[src/rtl/decscale_pkg.sv]
package decscale_pkg;

  typedef enum logic {
    MODE_MUL = 1'b0,
    MODE_DIV = 1'b1
  } scale_mode_e;

  // Reciprocal of ten, scaled by 2^w and rounded up: 0x199A / 0x1999999A.
  function automatic logic [31:0] recip_for(input int w);
    if (w == 32) return 32'h1999_999A;
    return 32'h0000_199A;
  endfunction

endpackage

[src/rtl/decscale_mul10.sv]
module decscale_mul10 #(
  parameter int W = 16
) (
  input  logic [W-1:0] a,
  output logic [W+3:0] p
);
  localparam int PW = W + 4;

  logic [PW-1:0] ext;
  logic [PW-1:0] twice;
  logic [PW-1:0] eight;

  always_comb begin
    ext   = {4'b0000, a};
    twice = ext << 1;
    eight = ext << 3;
    p     = twice + eight;
  end
endmodule

[src/rtl/decscale_div10.sv]
module decscale_div10 #(
  parameter int W = 16
) (
  input  logic [W-1:0] a,
  output logic [W-1:0] q,
  output logic         fix
);
  import decscale_pkg::*;

  localparam int DW = 2 * W;
  localparam int PW = W + 4;
  localparam logic [31:0] RECIP32 = recip_for(W);
  localparam logic [W-1:0] RECIP = RECIP32[W-1:0];

  logic [DW-1:0] prod;
  logic [W-1:0]  q_raw;
  logic [PW-1:0] back;

  // Upper half of the product is the estimate; the lower half is dropped.
  always_comb begin
    prod  = {{W{1'b0}}, a} * {{W{1'b0}}, RECIP};
    q_raw = prod[DW-1:W];
  end

  // Multiply the estimate back by ten and compare it with the operand.
  decscale_mul10 #(.W(W)) u_back (
    .a (q_raw),
    .p (back)
  );

  always_comb begin
    fix = back > {4'b0000, a};
    q   = q_raw - {{(W-1){1'b0}}, fix};
  end
endmodule

[src/rtl/decscale_unit.sv]
module decscale_unit #(
  parameter int W = 16
) (
  input  logic         clk,
  input  logic         rst_n,
  input  logic         in_valid,
  input  logic         op_div,
  input  logic [W-1:0] operand,
  output logic         out_valid,
  output logic [W+3:0] result
);
  import decscale_pkg::*;

  localparam int PW = W + 4;

  logic [PW-1:0] mul_p;
  logic [W-1:0]  div_q;
  logic          div_fix;
  logic [PW-1:0] next_res;
  scale_mode_e   mode;

  decscale_mul10 #(.W(W)) u_mul (
    .a (operand),
    .p (mul_p)
  );

  decscale_div10 #(.W(W)) u_div (
    .a   (operand),
    .q   (div_q),
    .fix (div_fix)
  );

  always_comb begin
    mode     = scale_mode_e'(op_div);
    next_res = (mode == MODE_DIV) ? {4'b0000, div_q} : mul_p;
  end

  always_ff @(posedge clk) begin
    if (!rst_n) begin
      out_valid <= 1'b0;
      result    <= '0;
    end else begin
      out_valid <= in_valid;
      if (in_valid) result <= next_res;
    end
  end

  // Named events for the checks below.
  logic [PW-1:0] q_times_ten;
  logic [PW-1:0] op_ext;
  logic          fix_seen;
  always_comb begin
    q_times_ten = PW'(div_q) * PW'(10);
    op_ext      = {4'b0000, operand};
    fix_seen    = div_fix;
  end

  assert_valid_follow_R3: assert property (@(posedge clk) disable iff (!rst_n)
    in_valid |=> out_valid);
  assert_valid_idle_R3: assert property (@(posedge clk) disable iff (!rst_n)
    !in_valid |=> !out_valid);
  assert_hold_R4: assert property (@(posedge clk) disable iff (!rst_n)
    !in_valid |=> $stable(result));
  assert_mul_exact_R1: assert property (@(posedge clk) disable iff (!rst_n)
    (in_valid && !op_div) |-> (mul_p == PW'(operand) * PW'(10)));
  assert_div_floor_R2: assert property (@(posedge clk) disable iff (!rst_n)
    (in_valid && op_div) |-> ((q_times_ten <= op_ext) && (op_ext - q_times_ten < PW'(10))));
  assert_fix_nonzero_R2: assert property (@(posedge clk) disable iff (!rst_n)
    (in_valid && op_div && fix_seen) |-> (operand >= W'(10)));
endmodule

[config.mk]
export PLATFORM = sky130hd
export DESIGN_NAME = decscale_unit
export DESIGN_NICKNAME = d
export VERILOG_FILES = /design/src/rtl/decscale_pkg.sv /design/src/rtl/decscale_mul10.sv /design/src/rtl/decscale_div10.sv /design/src/rtl/decscale_unit.sv
export SDC_FILE = /design/constraint.sdc
export NUM_CORES = 1
export LEC_CHECK = 0
export BUFFER_PORTS_ARGS = -buffer_cell sky130_fd_sc_hd__buf_2
export CAP_MARGIN = 20
export CORE_ASPECT_RATIO = 1.2
export CORE_MARGIN = 8
export CORE_UTILIZATION = 30
export DETAILED_ROUTE_END_ITERATION = 8
export MAX_ROUTING_LAYER = met4
export PLACE_DENSITY_LB_ADDON = 0.1
export SLEW_MARGIN = 20
export SYNTH_ARGS = -nofsm -noshare
export SYNTH_HDL_FRONTEND = slang
export SYNTH_HIERARCHICAL = 1
export SYNTH_SLANG_ARGS = --single-unit
export TNS_END_PERCENT = 10
[constraint.sdc]
create_clock -name clk -period 19.33 [get_ports clk]
set_input_delay 2.8995 -clock clk [delete_from_list [all_inputs] [get_ports clk]]
set_output_delay 2.8995 -clock clk [all_outputs]
set_load 0.01 [all_outputs]
==> flow_summary.toml <==
[outcome]
status = "complete, no violations"

[logic_synthesis]
ys_ff_latch = 21
syn_area_um2 = 6710
yosysTopAreaCellShare = 0.284
syn-instance-count = 772
ys_dominant_reg_cell = "dfxtp_1"
ys_types = 74
yosysWarnings = 6
synth_edf_count = 0
yosys.area.top_type = "ha_1"
ys_top_cells_by_count = "ha_1 (152), inv_1 (138), fa_1 (58), a21oi_1 (57)"
netlist_top_cells_area = "ha_1 (28%), fa_1 (17%), inv_1 (7.7%), dfxtp_1 (6.3%), a21oi_1 (4.3%)"
avgSynthCellArea_um2 = 8.69
seq_area_frac_synth = 0.0627
async_reset_ff_frac = 0
yosysMostFrequentCell = "ha_1"

[sta]
finalHoldViolations = 0
fmax_mhz = 79.5
finalCritPeriodShare = 0.651
rsz0062_at_grt = "false"
setup_viol = 0
relSlewSlack = 0.490
skew_ns = 0
final.min_clock_period_ns = 12.58
tns_ns = 0
tightestPinTransition_ns = 0.760
slew_viol_final = 0

[drt]
routed_via_density = 4.89
wl_um = 19000
dr_total_vias = 5311
drcViolationCount = 0
routedWlPerCell_um = 17.5
drtIter0Drc = 182
first_pass_iters = 4
ant_nets = 0

[worst_setup_path]
cp_num_buf_inv = 3
crit_arrival_ns = 12.70
critPathKind = "in2reg"
reg2reg_depth = 2
r2r-start = "result[10]"
cpLargestDelayFamily = "adder cells"
start_kind = "primary input"
reg2reg_to = "result[10]"
cp-end-kind = "flop"
crit_path_max_incr_delay_ns = 0.58
cp_slowest_cell = "o31ai_1"
rrSetupSlack_ns = 18.65
cp_max_fo = 10
worstPathRequired_ns = 19.45
path_common_cell = "ha_1"

[floorplanning]
coreArea_um2 = 22200
io_pins = 41
die_h_um = 180
die_w_um = 152
design.die.area_um2 = 27400
initial_utilization = 0.302
rows = 60

[placed_design]
hpwl_um = 16200
portBuffers = 40
gp_congestion = 0.827

[clock_tree]
htreeDepth = 1
hold_buffers = 0
cts_setup_buffers = 0
cts_tree = "yes"
cts_root_buffer = "clkbuf_16"
cts.sinks = 21
cts_buffers = 3
clk_pin_slew_ns = 0.06
clk-insertion-delay-late_ns = 0.26
max-clock-path-buffers = 2
cts_resized = 0

[run]
maxCapViolCount = 0

[cells_and_area]
antenna_cells_inserted = 0
drive_gt1_frac = 0.0868
nFillCells = 2383
syn_to_final_growth_pct = 7.80
multi_input_area_um2 = 5650
fin_nets = 1037
ff_latch_area_um2 = 420

[grt]
grt-ovfl-total = 0
grt_pass1_wl_um = 31300
grt_pass1_vias = 5769
antenna_found_initial = 0
track_usage = 0.147
grt_max_degree = 42

[min_path]
hold_path_end = "result[16]"
min_path_cells = 2
min_from = "result[16]"
min_path_type = "reg2reg"
-- cell usage in the layout, fill, tap and decap left out, types with 6 or more instances in the layout --
master / netlist / final
mux2i_1: 17 / 17
and3_1: 6 / 6
xor2_1: 18 / 18
inv_1: 138 / 138
a21oi_1: 57 / 57
xnor2_1: 30 / 30
dfxtp_1: 21 / 21
fa_1: 58 / 58
nand2_1: 34 / 34
nand3_1: 8 / 8
nand2b_1: 8 / 8
a21o_1: 16 / 16
buf_2: 3 / 40
o21ai_0: 34 / 34
nand4_1: 9 / 9
and2_1: 8 / 8
nor2_1: 19 / 19
conb_1: 3 / 14
nor3_1: 6 / 6
ha_1: 152 / 152
o211ai_1: 7 / 7
-- registers in the layout, indices dropped and copies added (netlist names) --
signal and count:
out_valid 1, result 20
-- cell type report --
type                            instances  area share
Inverter                              139      0.0722
Timing Repair Buffer                   41      0.0287
Clock buffer                            3      0.0104
Sequential cell                        21      0.0582
Clock inverter                          1    0.000692
Tap cell                              279      0.0483
Multi-Input combinational cell        601       0.782
-- kinds of logic after synthesis --
| group | Yosys count | share of synthesized area |
|---|---|---|
| adder cells (fa/ha/maj) | 210 | 0.457 |
| other | 3 | 0.00168 |
| XOR/XNOR | 48 | 0.0627 |
| AND/OR/NAND/NOR | 135 | 0.113 |
| AO/OA/AOI/OAI | 175 | 0.173 |
| buffers and inverters | 161 | 0.101 |
| flip-flops | 21 | 0.0627 |
| multiplexers | 19 | 0.0287 |
-- how the worst max path moves through the flow --
| stage | from | to | cells past startpoint |
|---|---|---|---|
| 2_1_floorplan | operand[7] | result[12] | 38 |
| 3_3_place_gp | operand[6] | result[12] | 36 |
| 3_5_place_dp | operand[6] | result[12] | 37 |
| 4_1_cts | operand[6] | result[12] | 36 |
| 5_1_grt | operand[1] | result[12] | 38 |
| 6_report | operand[1] | result[12] | 38 |
-- tightest hold or removal path, cell delays in order, from the launching register on --
cell and delay (ns):
dfxtp_1 0.30, nand2b_1 0.06, a21boi_1 0.05
-- metal layers --
layer / wire length (µm) / global-route usage / up-vias
li1: - / - / 2720
met1: 8220 / 0.168 / 2521
met2: 10100 / 0.280 / 61
met3: 439 / 0.00816 / 9
met4: 247 / 0.0246 / 0
met5: 0 / - / -
-- through the flow --
| stage | util | setup WS (ns) | instance area [µm²] | hold slack [ns] | instances |
|---|---|---|---|---|---|
| floorplan | - | 8.02 | 6750 | 0.488 | 783 |
| global placement | 0.322 | 6.59 | 7150 | 0.454 | 1081 |
| detailed placement | 0.322 | 6.50 | 7150 | 0.459 | 1081 |
| CTS | 0.325 | 6.75 | 7230 | 0.469 | 1085 |
| global route | 0.325 | 5.85 | 7230 | 0.481 | 1085 |
| finish | 0.325 | 6.75 | 7230 | 0.463 | 1085 |
Power is not shown: default switching activity piles up to over one toggle a cycle in this logic, so the estimate is an artifact.
